--- config.mk ---
export PLATFORM = sky130hd
export DESIGN_NAME = sdm_cache_ctl
export DESIGN_NICKNAME = d
export VERILOG_FILES = /design/src/rtl/sdm_pkg.sv /design/src/rtl/sdm_line_store.sv /design/src/rtl/sdm_quad_pick.sv /design/src/rtl/sdm_stat_bank.sv /design/src/rtl/sdm_cache_ctl.sv
export SDC_FILE = /design/constraint.sdc
export NUM_CORES = 2
export LEC_CHECK = 0
export ABC_AREA = 1
export BUFFER_PORTS_ARGS = -buffer_cell sky130_fd_sc_hd__buf_4
export CELL_PAD_IN_SITES_DETAIL_PLACEMENT = 1
export CELL_PAD_IN_SITES_GLOBAL_PLACEMENT = 2
export CORE_ASPECT_RATIO = 0.9
export CORE_MARGIN = 2
export CORE_UTILIZATION = 38
export DETAILED_ROUTE_END_ITERATION = 8
export GPL_TIMING_DRIVEN = 0
export HOLD_SLACK_MARGIN = 0.06
export PLACE_DENSITY_LB_ADDON = 0.1
export SYNTH_ARGS = -nofsm -noshare
export SYNTH_HDL_FRONTEND = slang
export SYNTH_SLANG_ARGS = --single-unit
--- constraint.sdc ---
create_clock -name clk -period 4.2 [get_ports clk]
set_input_delay 0.21 -clock clk [delete_from_list [all_inputs] [get_ports clk]]
set_output_delay 0.21 -clock clk [all_outputs]
set_load 0.01 [all_outputs]
--- src/rtl/sdm_pkg.sv ---
package sdm_pkg;

    typedef enum logic [1:0] {
        ST_IDLE,
        ST_LOOKUP,
        ST_WRITEBACK,
        ST_FILL
    } sdm_state_e;

    localparam logic [1:0] KIND_HIT  = 2'd0;
    localparam logic [1:0] KIND_QUAD = 2'd1;
    localparam logic [1:0] KIND_LINE = 2'd2;

    localparam int NUM_STATS   = 9;
    localparam int ST_PROBE    = 0;
    localparam int ST_READ     = 1;
    localparam int ST_WRITE    = 2;
    localparam int ST_WMISS    = 3;
    localparam int ST_WCLEAN   = 4;
    localparam int ST_QMISS    = 5;
    localparam int ST_LMISS    = 6;
    localparam int ST_JMISS    = 7;
    localparam int ST_WBACK    = 8;

endpackage

--- src/rtl/sdm_line_store.sv ---
module sdm_line_store #(
    parameter int LINES = 16,
    parameter int QUADS = 4,
    parameter int TAGW  = 8,
    localparam int IDXW = $clog2(LINES)
) (
    input  logic             clk,
    input  logic             rst_n,
    input  logic             clear_all,
    input  logic [IDXW-1:0]  rd_idx,
    output logic             rd_valid,
    output logic [TAGW-1:0]  rd_tag,
    output logic [QUADS-1:0] rd_present,
    output logic [QUADS-1:0] rd_dirty,
    output logic [QUADS-1:0] rd_ref,
    input  logic             wr_en,
    input  logic [IDXW-1:0]  wr_idx,
    input  logic [TAGW-1:0]  wr_tag,
    input  logic [QUADS-1:0] wr_present,
    input  logic [QUADS-1:0] wr_dirty,
    input  logic [QUADS-1:0] wr_ref
);

    logic [LINES-1:0]            valid_w;
    logic [LINES-1:0][TAGW-1:0]  tag_w;
    logic [LINES-1:0][QUADS-1:0] pres_w;
    logic [LINES-1:0][QUADS-1:0] dirty_w;
    logic [LINES-1:0][QUADS-1:0] ref_w;

    for (genvar g = 0; g < LINES; g++) begin : g_line
        logic             v_q;
        logic [TAGW-1:0]  t_q;
        logic [QUADS-1:0] p_q;
        logic [QUADS-1:0] d_q;
        logic [QUADS-1:0] r_q;

        always_ff @(posedge clk) begin
            if (!rst_n || clear_all) begin
                v_q <= 1'b0;
                t_q <= '0;
                p_q <= '0;
                d_q <= '0;
                r_q <= '0;
            end else if (wr_en && wr_idx == IDXW'(g)) begin
                v_q <= 1'b1;
                t_q <= wr_tag;
                p_q <= wr_present;
                d_q <= wr_dirty;
                r_q <= wr_ref;
            end
        end

        assign valid_w[g] = v_q;
        assign tag_w[g]   = t_q;
        assign pres_w[g]  = p_q;
        assign dirty_w[g] = d_q;
        assign ref_w[g]   = r_q;
    end

    assign rd_valid   = valid_w[rd_idx];
    assign rd_tag     = tag_w[rd_idx];
    assign rd_present = pres_w[rd_idx];
    assign rd_dirty   = dirty_w[rd_idx];
    assign rd_ref     = ref_w[rd_idx];

endmodule

--- src/rtl/sdm_quad_pick.sv ---
module sdm_quad_pick #(
    parameter int QUADS = 4,
    localparam int QIW  = (QUADS > 1) ? $clog2(QUADS) : 1
) (
    input  logic [QUADS-1:0] mask,
    output logic             any,
    output logic [QIW-1:0]   idx
);

    // lowest set bit wins so write-backs leave in ascending quad order
    always_comb begin
        idx = '0;
        for (int i = QUADS - 1; i >= 0; i--) begin
            if (mask[i]) idx = QIW'(i);
        end
    end

    assign any = |mask;

endmodule

--- src/rtl/sdm_stat_bank.sv ---
module sdm_stat_bank #(
    parameter int NUM   = 9,
    parameter int CNT_W = 32,
    parameter int SELW  = 4
) (
    input  logic             clk,
    input  logic             rst_n,
    input  logic [NUM-1:0]   inc,
    input  logic [SELW-1:0]  sel,
    output logic [CNT_W-1:0] value
);

    logic [NUM-1:0][CNT_W-1:0] cnt_w;

    for (genvar g = 0; g < NUM; g++) begin : g_cnt
        logic [CNT_W-1:0] c_q;

        always_ff @(posedge clk) begin
            if (!rst_n)
                c_q <= '0;
            else if (inc[g] && c_q != {CNT_W{1'b1}})
                c_q <= c_q + CNT_W'(1);
        end

        assign cnt_w[g] = c_q;
    end

    always_comb begin
        value = '0;
        for (int i = 0; i < NUM; i++) begin
            if (sel == SELW'(i)) value = cnt_w[i];
        end
    end

endmodule

--- src/rtl/sdm_cache_ctl.sv ---
module sdm_cache_ctl
    import sdm_pkg::*;
#(
    parameter int LINES = 16,
    parameter int QUADS = 4,
    parameter int WPQ   = 4,
    parameter int AW    = 24,
    parameter int CNT_W = 32,
    parameter int SELW  = 4
) (
    input  logic             clk,
    input  logic             rst_n,
    input  logic             flush_req,
    input  logic             acc_valid,
    output logic             acc_ready,
    input  logic [AW-1:0]    acc_addr,
    input  logic             acc_write,
    input  logic             acc_jump,
    output logic             rsp_valid,
    output logic [1:0]       rsp_kind,
    output logic             rsp_first_touch,
    output logic             mem_valid,
    input  logic             mem_ready,
    output logic             mem_write,
    output logic [AW-1:0]    mem_addr,
    input  logic [SELW-1:0]  stat_sel,
    output logic [CNT_W-1:0] stat_value
);

    localparam int WPL  = QUADS * WPQ;
    localparam int WQW  = $clog2(WPQ);
    localparam int QIW  = (QUADS > 1) ? $clog2(QUADS) : 1;
    localparam int OFFW = $clog2(WPL);
    localparam int IDXW = $clog2(LINES);
    localparam int TAGW = AW - OFFW - IDXW;

    sdm_state_e state_q, state_d;

    logic [AW-1:0]    a_addr_q;
    logic             a_write_q;
    logic             a_jump_q;
    logic [QUADS-1:0] wb_mask_q;
    logic [1:0]       kind_q;
    logic             rsp_valid_q;
    logic [1:0]       rsp_kind_q;
    logic             rsp_first_q;

    logic [TAGW-1:0]  a_tag;
    logic [IDXW-1:0]  a_idx;
    logic [QIW-1:0]   a_quad;

    logic             rd_valid;
    logic [TAGW-1:0]  rd_tag;
    logic [QUADS-1:0] rd_present, rd_dirty, rd_ref;

    logic             line_hit, quad_hit;
    logic [1:0]       lk_kind, cm_kind;
    logic             commit, cm_first;
    logic [QUADS-1:0] qmask;
    logic [TAGW-1:0]  wr_tag;
    logic [QUADS-1:0] wr_present, wr_dirty, wr_ref;
    logic             pick_any;
    logic [QIW-1:0]   pick_q;
    logic             flush_go;
    logic             wb_ack;
    logic [NUM_STATS-1:0] stat_inc;

    // address fields
    assign a_tag = a_addr_q[AW-1 -: TAGW];
    assign a_idx = a_addr_q[OFFW +: IDXW];
    if (QUADS > 1) begin : g_qfield
        assign a_quad = a_addr_q[WQW +: QIW];
    end else begin : g_qnone
        assign a_quad = '0;
    end

    sdm_line_store #(.LINES(LINES), .QUADS(QUADS), .TAGW(TAGW)) u_store (
        .clk        (clk),
        .rst_n      (rst_n),
        .clear_all  (flush_go),
        .rd_idx     (a_idx),
        .rd_valid   (rd_valid),
        .rd_tag     (rd_tag),
        .rd_present (rd_present),
        .rd_dirty   (rd_dirty),
        .rd_ref     (rd_ref),
        .wr_en      (commit),
        .wr_idx     (a_idx),
        .wr_tag     (wr_tag),
        .wr_present (wr_present),
        .wr_dirty   (wr_dirty),
        .wr_ref     (wr_ref)
    );

    sdm_quad_pick #(.QUADS(QUADS)) u_pick (
        .mask (wb_mask_q),
        .any  (pick_any),
        .idx  (pick_q)
    );

    sdm_stat_bank #(.NUM(NUM_STATS), .CNT_W(CNT_W), .SELW(SELW)) u_stats (
        .clk   (clk),
        .rst_n (rst_n),
        .inc   (stat_inc),
        .sel   (stat_sel),
        .value (stat_value)
    );

    // lookup classification and entry update
    always_comb begin
        line_hit = rd_valid && (rd_tag == a_tag);
        quad_hit = rd_present[a_quad];
        if (!line_hit)     lk_kind = KIND_LINE;
        else if (!quad_hit) lk_kind = KIND_QUAD;
        else               lk_kind = KIND_HIT;

        commit  = (state_q == ST_LOOKUP && lk_kind == KIND_HIT) ||
                  (state_q == ST_FILL && mem_ready);
        cm_kind = (state_q == ST_FILL) ? kind_q : KIND_HIT;
        qmask   = QUADS'(1) << a_quad;

        if (cm_kind == KIND_LINE) begin
            wr_tag     = a_tag;
            wr_present = qmask;
            wr_dirty   = a_write_q ? qmask : '0;
            wr_ref     = qmask;
            cm_first   = 1'b1;
        end else begin
            wr_tag     = rd_tag;
            wr_present = rd_present | qmask;
            wr_dirty   = rd_dirty | (a_write_q ? qmask : '0);
            wr_ref     = rd_ref | qmask;
            cm_first   = !rd_ref[a_quad];
        end
    end

    assign flush_go = (state_q == ST_IDLE) && flush_req;
    assign wb_ack   = (state_q == ST_WRITEBACK) && pick_any && mem_ready;

    // event counters: per-access events are counted in ST_LOOKUP
    always_comb begin
        stat_inc = '0;
        if (state_q == ST_LOOKUP) begin
            stat_inc[ST_PROBE]  = 1'b1;
            stat_inc[ST_READ]   = !a_write_q;
            stat_inc[ST_WRITE]  = a_write_q;
            stat_inc[ST_WMISS]  = a_write_q && (lk_kind != KIND_HIT);
            stat_inc[ST_WCLEAN] = a_write_q && (!line_hit || !rd_dirty[a_quad]);
            stat_inc[ST_QMISS]  = (lk_kind == KIND_QUAD);
            stat_inc[ST_LMISS]  = (lk_kind == KIND_LINE);
            stat_inc[ST_JMISS]  = a_jump_q && (lk_kind != KIND_HIT);
        end
        stat_inc[ST_WBACK] = wb_ack;
    end

    // next state
    always_comb begin
        state_d = state_q;
        unique case (state_q)
            ST_IDLE:      if (acc_valid && acc_ready) state_d = ST_LOOKUP;
            ST_LOOKUP: begin
                unique case (lk_kind)
                    KIND_LINE: state_d = ST_WRITEBACK;
                    KIND_QUAD: state_d = ST_FILL;
                    default:   state_d = ST_IDLE;
                endcase
            end
            ST_WRITEBACK: if (!pick_any) state_d = ST_FILL;
            ST_FILL:      if (mem_ready) state_d = ST_IDLE;
        endcase
    end

    // state register
    always_ff @(posedge clk) begin
        if (!rst_n) state_q <= ST_IDLE;
        else        state_q <= state_d;
    end

    // access context, write-back mask and response
    always_ff @(posedge clk) begin
        if (!rst_n) begin
            a_addr_q    <= '0;
            a_write_q   <= 1'b0;
            a_jump_q    <= 1'b0;
            wb_mask_q   <= '0;
            kind_q      <= KIND_HIT;
            rsp_valid_q <= 1'b0;
            rsp_kind_q  <= KIND_HIT;
            rsp_first_q <= 1'b0;
        end else begin
            if (state_q == ST_IDLE && acc_valid && acc_ready) begin
                a_addr_q  <= acc_addr;
                a_write_q <= acc_write;
                a_jump_q  <= acc_jump;
            end
            if (state_q == ST_LOOKUP) begin
                kind_q    <= lk_kind;
                wb_mask_q <= line_hit ? '0 : rd_dirty;
            end else if (wb_ack) begin
                wb_mask_q <= wb_mask_q & ~(QUADS'(1) << pick_q);
            end
            rsp_valid_q <= commit;
            if (commit) begin
                rsp_kind_q  <= cm_kind;
                rsp_first_q <= cm_first;
            end
        end
    end

    // outputs
    always_comb begin
        acc_ready = (state_q == ST_IDLE) && !flush_req;
        mem_valid = ((state_q == ST_WRITEBACK) && pick_any) || (state_q == ST_FILL);
        mem_write = (state_q == ST_WRITEBACK);
        if (state_q == ST_WRITEBACK)
            mem_addr = (AW'({rd_tag, a_idx}) << OFFW) | (AW'(pick_q) << WQW);
        else
            mem_addr = a_addr_q;
        rsp_valid       = rsp_valid_q;
        rsp_kind        = rsp_kind_q;
        rsp_first_touch = rsp_first_q;
    end

endmodule

Word-level counts from Yosys, hierarchy flattened

Cells that the tools add are included.

$add $sub $neg: 9
Magnitude comparators: 2
Equality and inequality tests: 42
Shift operators: 2
Mux-type cells: 48
Bitwise operators: 6
Reduce and logical (&&, ||, !) cells: 56

Operator list:

| cell                  | number |
|---|---|
| $add 32x1->32 const B | 9 |
| $mux 32               | 9 |
| $ne 32x32->1 const B  | 9 |
| $bmux 16 s4           | 1 |
| $bmux 4 s4            | 3 |
| $mux 4                | 10 |
| $logic_and 1x1->1     | 38 |
| $eq 4x4->1 const B    | 9 |
| $eq 4x3->1 const B    | 8 |
| $mux 16               | 2 |
| $mux 24               | 1 |
| $or 24x4->24          | 1 |
| $mux 2                | 9 |
| $eq 16x16->1          | 1 |
| $eq 4x2->1 const B    | 4 |
| $or 4x4->4            | 3 |
| $eq 2x2->1 const B    | 4 |
| $eq 4x1->1 const B    | 2 |
| $logic_not 4->1       | 2 |
| $mux 8                | 1 |
| $pmux 2 s4            | 1 |
| $shl 1x2->4 const A   | 2 |
| $bmux 1 s2            | 3 |
| $logic_not 1->1       | 6 |
| other kinds (15)      | 27 |

Register bits after elaboration: 790
Input bits: 35
Output and inout port bits: 63
Logic and storage cells: 263

Depth between registers and ports, before layout

Depth after elaboration: 10
Mapped depth: 24
Mapped depth without buffers: 21

Hierarchy

A second synthesis with hierarchy kept.

Cells, all modules: 7606
Area total of the unflattened synthesis: 45159.6 um2

By module, submodules not included:

| module         | instances | cells an instance | area an instance (um2) | sequential area each (um2) |
|---|---|---|---|---|
| sdm_line_store | 1         | 3385              | 21923.5                | 9288.9 |
| sdm_stat_bank  | 1         | 3796              | 20757.4                | 5765.5 |
| sdm_cache_ctl  | 1         | 416               | 2432.3                 | 760.7 |
| sdm_quad_pick  | 1         | 9                 | 46.3                   | 0.0 |

Worst setup path after synthesis

Ideal clock, no wire load.

Path type: register to register
From: reg with a tool-made name
To: reg u_store.g_line[14].t_q[10]
Setup time: 0.132 ns
Data arrival time: 2.510 ns
Data required time: 4.068 ns
Setup slack: 1.557 ns
Cell stages (with the launch flop): 13
Buffers on the path: 4
Clock period less this slack: 2.643 ns
Cell sequence: dfxtp_1 -> buf_2 -> nor3_1 -> nand2_1 -> nand2_1 -> inv_1 -> a2111oi_2 -> buf_2 -> nand4_1 -> buf_2 -> buf_4 -> nand2_1 -> a21oi_1

RTL lines:

| element              | line                 | source |
|---|---|---|
| to (signal assigned) | sdm_line_store.sv:46 | `t_q <= wr_tag;` |
| to (decl)            | sdm_line_store.sv:32 | `logic [TAGW-1:0] t_q;` |

Final worst setup path

From: reg a_addr_q[6]
To: reg rsp_valid_q (netlist: rsp_valid)

Longest elaborated chain between the ends: 9
Elaborated cells on any way between the ends: 15
Classes of those cells: eq/ne (1); mux (10); reduce/logical (4)

Ends and longest elaborated chain:

| element                      | line                 | source |
|---|---|---|
| from (decl)                  | sdm_cache_ctl.sv:39  | `logic [AW-1:0] a_addr_q;` |
| from (signal assigned)       | sdm_cache_ctl.sv:192 | `a_addr_q <= acc_addr;` |
| $bmux 4 s4                   | sdm_line_store.sv:62 | `assign rd_present = pres_w[rd_idx];` |
| $mux 4 (implied by the code) | sdm_line_store.sv:62 |  |
| $bmux 1 s2                   | sdm_cache_ctl.sv:112 | `quad_hit = rd_present[a_quad];` |
| $mux 1 (implied by the code) | sdm_cache_ctl.sv:112 |  |
| $mux 1                       | sdm_cache_ctl.sv:114 | `else if (!quad_hit) lk_kind = KIND_QUAD;` |
| $mux 2 *                     | sdm_cache_ctl.sv:113 | `if (!line_hit) lk_kind = KIND_LINE;` |
| $logic_not 2->1 *            | sdm_cache_ctl.sv:117 | `commit = (state_q == ST_LOOKUP && lk_kind == KIND_HIT) \|\|` |
| $logic_and 1x1->1 *          | sdm_cache_ctl.sv:117 |  |
| $logic_or 1x1->1 *           | sdm_cache_ctl.sv:117 |  |
| to (signal assigned)         | sdm_cache_ctl.sv:202 | `rsp_valid_q <= commit;` |
| to (decl)                    | sdm_cache_ctl.sv:44  | `logic rsp_valid_q;` |

Mark *: on every way between the ends. The rest lies on a longest branch, timed or not. The select of a mux whose other input is x is not followed.
A chain may end at the register's enable or synchronous reset.

==> metrics.yaml <==
route:
  dr_total_vias: 47340
  remaining_drc_errors: 0
  wl_per_cell_um: 25.93
  initial_drt_markers: 5755
  antenna_left: 0
  vias_per_cell: 5.821
  detailed_router_iteration_count_before_antenna_repair: 6
  total_wire_length_after_detailed_routing_um: 210900
worst_setup_path:
  critical_path_class: "reg2reg"
  critical_path_required_ns: 4.85
  cp_slowest_cell: "sky130_fd_sc_hd__dlygate4sd3_1"
  number_of_buffers_and_inverters_on_the_critical_path: 5
  critical-path-max-stage-delay_ns: 0.70
  worstPathArrival_ns: 4.82
  cpLargestDelayFamily: "buffers and inverters"
  startpoint_type: "flip-flop"
  worstPathCellList: "buf_4 -> clkinvlp_4 -> nor2_4 -> buf_12 -> buf_2 -> nand2_1 -> nand2_1 -> o21ai_0 -> nand2_1 -> nand2_1 -> nor2_1 -> nand3_1 -> nor2_4 -> nand3_1 -> a21oi_1 -> dlygate4sd3_1"
  critical_path.max_fanout: 10
  critPathCaptureType: "flip-flop"
  cp_common_cell: "sky130_fd_sc_hd__nand2_1"
global_route:
  global_route.usage.total_pct: 36.42
  met1_usage_pct: 56.52
  grt_pass1_vias: 44760
  first_pass_grt_wire_length_um: 305600
  met3_usage_pct: 7.529
  globalRouteMet2Util_pct: 50.53
  largest_net_degree_at_the_start_of_global_routing: 16
  top_usage_layer: "met1"
  grt-ovfl-total: 0
  antenna_violations_before_repair: 3
floorplanning:
  placement_rows: 115
  die_height_um: 317.9
  initial_core_util_pct: 38.20
  coreArea_um2: 108900
  pin_count: 98
  die_area_um2: 112200
  die_width_um: 352.8
synth:
  async_flop_share_pct: 0
  synthesis.area_um2: 41610
  synth_cells: 6367
  avg_synthesized_cell_area_um2: 6.536
  synth.net_count: 6411
  synth_adder_area_share_pct: 0.2706
  synth_compound_gate_area_share_pct: 15.74
  largest_family_of_logic_cells_by_synthesized_area: "simple AND/OR/NAND/NOR gates"
  synth_xor_xnor_area_share_pct: 3.346
  synth_enable_flop_cells: 0
  synth_simple_gate_area_share_pct: 34.26
  synth.yosys.warnings: 0
  synth_seq_area_share_pct: 38.00
  yosys_most_used_dff: "sky130_fd_sc_hd__dfxtp_1"
  yosysUniqueCellTypes: 50
  yosys-mux-area-fraction_pct: 0
  synth_seq_cells: 790
placement:
  place.port_buffers: 97
  globalplace.congestion: 0.9653
  dp_hpwl_um: 164000
  placed_cell_area_um2: 44170
  dp_cells: 7926
finish:
  final_cell_count_no_fill: 8133
  commonest_cells_after_routing_fill_and_taps_aside: "sky130_fd_sc_hd__nand2_1, sky130_fd_sc_hd__dfxtp_1, sky130_fd_sc_hd__a21oi_1, sky130_fd_sc_hd__nand3_1, sky130_fd_sc_hd__nor2_1"
  final_common_cell: "sky130_fd_sc_hd__nand2_1"
  area_growth_pct: 15.82
  filler_cell_count: 14270
  n_antenna_cell: 0
  finish.instance_area_um2: 48200
  design.final.nets: 6634
  drive_gt1_share_pct: 7.300
timing:
  final_hold_viol_count: 0
  layout_min_cycle_time_ns: 4.166
  finalSetupTns_ns: 0
  timing.final.crit_share_pct: 99.20
  max_slew_margin_pct: -3.502
  maxSlewViolCount: 11
  worst_pin_slew_ns: 1.553
  setup_viol: 0
  fin_skew_ns: 0.04251
  fmaxAchievable_mhz: 240.0
clock_network:
  htree_depth: 3
  cts.sink_count: 790
  path_clk_slew_ns: 0.06
  number_of_buffers_created_by_cts: 93
  cts_tree: "built"
  cts-root-to-sink-buffers: 3
  clock_tree.root_cell: "sky130_fd_sc_hd__clkbuf_16"
  insertion_delay_ns: 0.74
status:
  outcome: "finished, violations left"
  failing_checks: "capacitance limit, slew limit"
power_and_ir_drop:
  leakagePower_uw: 0.01657
  irDropWorstVdd_mv: 0.3371
  cellPowerDensity_nw_per_um2: 447.4
  finalPower_uw: 21570
hold_path:
  hold_path_class: "in2reg"
flow_run:
  cap_violations: 1
-- tightest hold or removal path: stages --
cell and delay (ns):
sky130_fd_sc_hd__buf_4 0.13, sky130_fd_sc_hd__inv_2 0.16, sky130_fd_sc_hd__a21oi_1 0.15, sky130_fd_sc_hd__nand2_1 0.08, sky130_fd_sc_hd__o21ai_0 0.07
-- stage by stage --
stage	util, %	hold slack (ns)	worst slack [ns]
2_1_floorplan	-	0.3756	1.557
3_3_place_gp	40.55	0.4368	-0.7115
3_5_place_dp	40.55	0.4404	-0.7414
4_1_cts	44.11	0.1017	0.03104
5_1_grt	44.25	0.1487	-0.02349
6_report	44.25	0.1423	0.03369
-- cell type report --
| type | instances | area (um^2) | area share, % |
|---|---|---|---|
| Buffer | 420 | 2096 | 4.348 |
| Clock buffer | 133 | 2728 | 5.659 |
| Clock inverter | 43 | 738.2 | 1.532 |
| Inverter | 399 | 1504 | 3.120 |
| Multi-Input combinational cell | 4758 | 22450 | 46.58 |
| Sequential cell | 790 | 15820 | 32.82 |
| Tap cell | 1462 | 1829 | 3.795 |
| Timing Repair Buffer | 128 | 1036 | 2.149 |
-- power by group --
group          switching (uW)  internal, uW
logic                    3670           864
registers                 120          7600
clock network            3820          5500
-- metal layers --
metal  wire length [um]  part of all wire (%)
met5                  0                     0
met4               5076                   2.4
met3              20970                   9.9
met2              83300                    40
met1             101500                    48
-- cell families after synthesis --
| family | count (synthesis) |
|---|---|
| AND/OR/NAND/NOR | 3374 |
| AO/OA/AOI/OAI | 1216 |
| buffers and inverters | 819 |
| flip-flops | 790 |
| XOR/XNOR | 159 |
| adder cells (fa/ha/maj) | 9 |
-- registers in the layout, summed over array words and instances (netlist names), named ones only --
name and flops:
u_store.g_line.t_q 256, a_addr_q 24, wb_mask_q 4, state_q 1, rsp_valid 1, kind_q 2
rsp_first_touch 1, u_store.g_line.r_q 64, a_jump_q 1, u_store.g_line.d_q 64, u_store.g_line.p_q 64, u_store.g_line.v_q 16
rsp_kind 2, a_write_q 1, u_stats.g_cnt.c_q 288
-- cells in the mapped netlist (all sizes together) (3+ instances only) --
| cell | count | area, um^2 |
|---|---|---|
| clkinv | 5 | 18.77 |
| nor2 | 427 | 1620 |
| a22oi | 33 | 247.7 |
| nand4 | 146 | 913.4 |
| o21a | 11 | 82.58 |
| buf | 170 | 1049 |
| and2 | 5 | 31.28 |
| and3 | 8 | 50.05 |
| a211oi | 5 | 37.54 |
| dfxtp | 790 | 15820 |
| or2 | 3 | 18.77 |
| nor3 | 174 | 870.8 |
| a31oi | 5 | 31.28 |
| nand2 | 1956 | 7357 |
| a21o | 5 | 37.54 |
| o211ai | 7 | 52.55 |
| o32ai | 3 | 33.79 |
| nand3 | 572 | 2863 |
| o31ai | 3 | 22.52 |
| nor3b | 8 | 60.06 |
| a221oi | 16 | 140.1 |
| nor4 | 72 | 450.4 |
| clkbuf | 250 | 938.4 |
| o221ai | 7 | 61.31 |
| o21ai | 250 | 1255 |
| ha | 9 | 112.6 |
| inv | 394 | 1479 |
| a21oi | 758 | 3794 |
| nand3b | 3 | 22.52 |
| xor2 | 147 | 1287 |
| o2111ai | 10 | 87.58 |
| xnor2 | 12 | 105.1 |
| o22ai | 97 | 606.8 |
-- worst paths after layout --
kind                                       start                                  end  slack, ns  cells past startpoint
max                     a_addr_q[6]$_SDFFE_PN0P_                 rsp_valid$_SDFF_PN0_       0.03                     16
max reg2reg             a_addr_q[6]$_SDFFE_PN0P_                 rsp_valid$_SDFF_PN0_       0.03                     16
min                                        rst_n             rsp_kind[0]$_SDFFE_PN0P_       0.14                      5
min reg2reg  u_store.g_line[11].v_q$_SDFFE_PP0P_  u_store.g_line[11].v_q$_SDFFE_PP0P_       0.45                      2
-- what timing repair did --
action	in CTS	in global routing
endpoints found under the hold margin	23	0
hold buffers	25	0
setup endpoints to repair	645	578
buffers inserted	3	3
gates resized for setup	44	54
pin swaps	1	4
No activity file was read; power rests on OpenSTA's default activity.
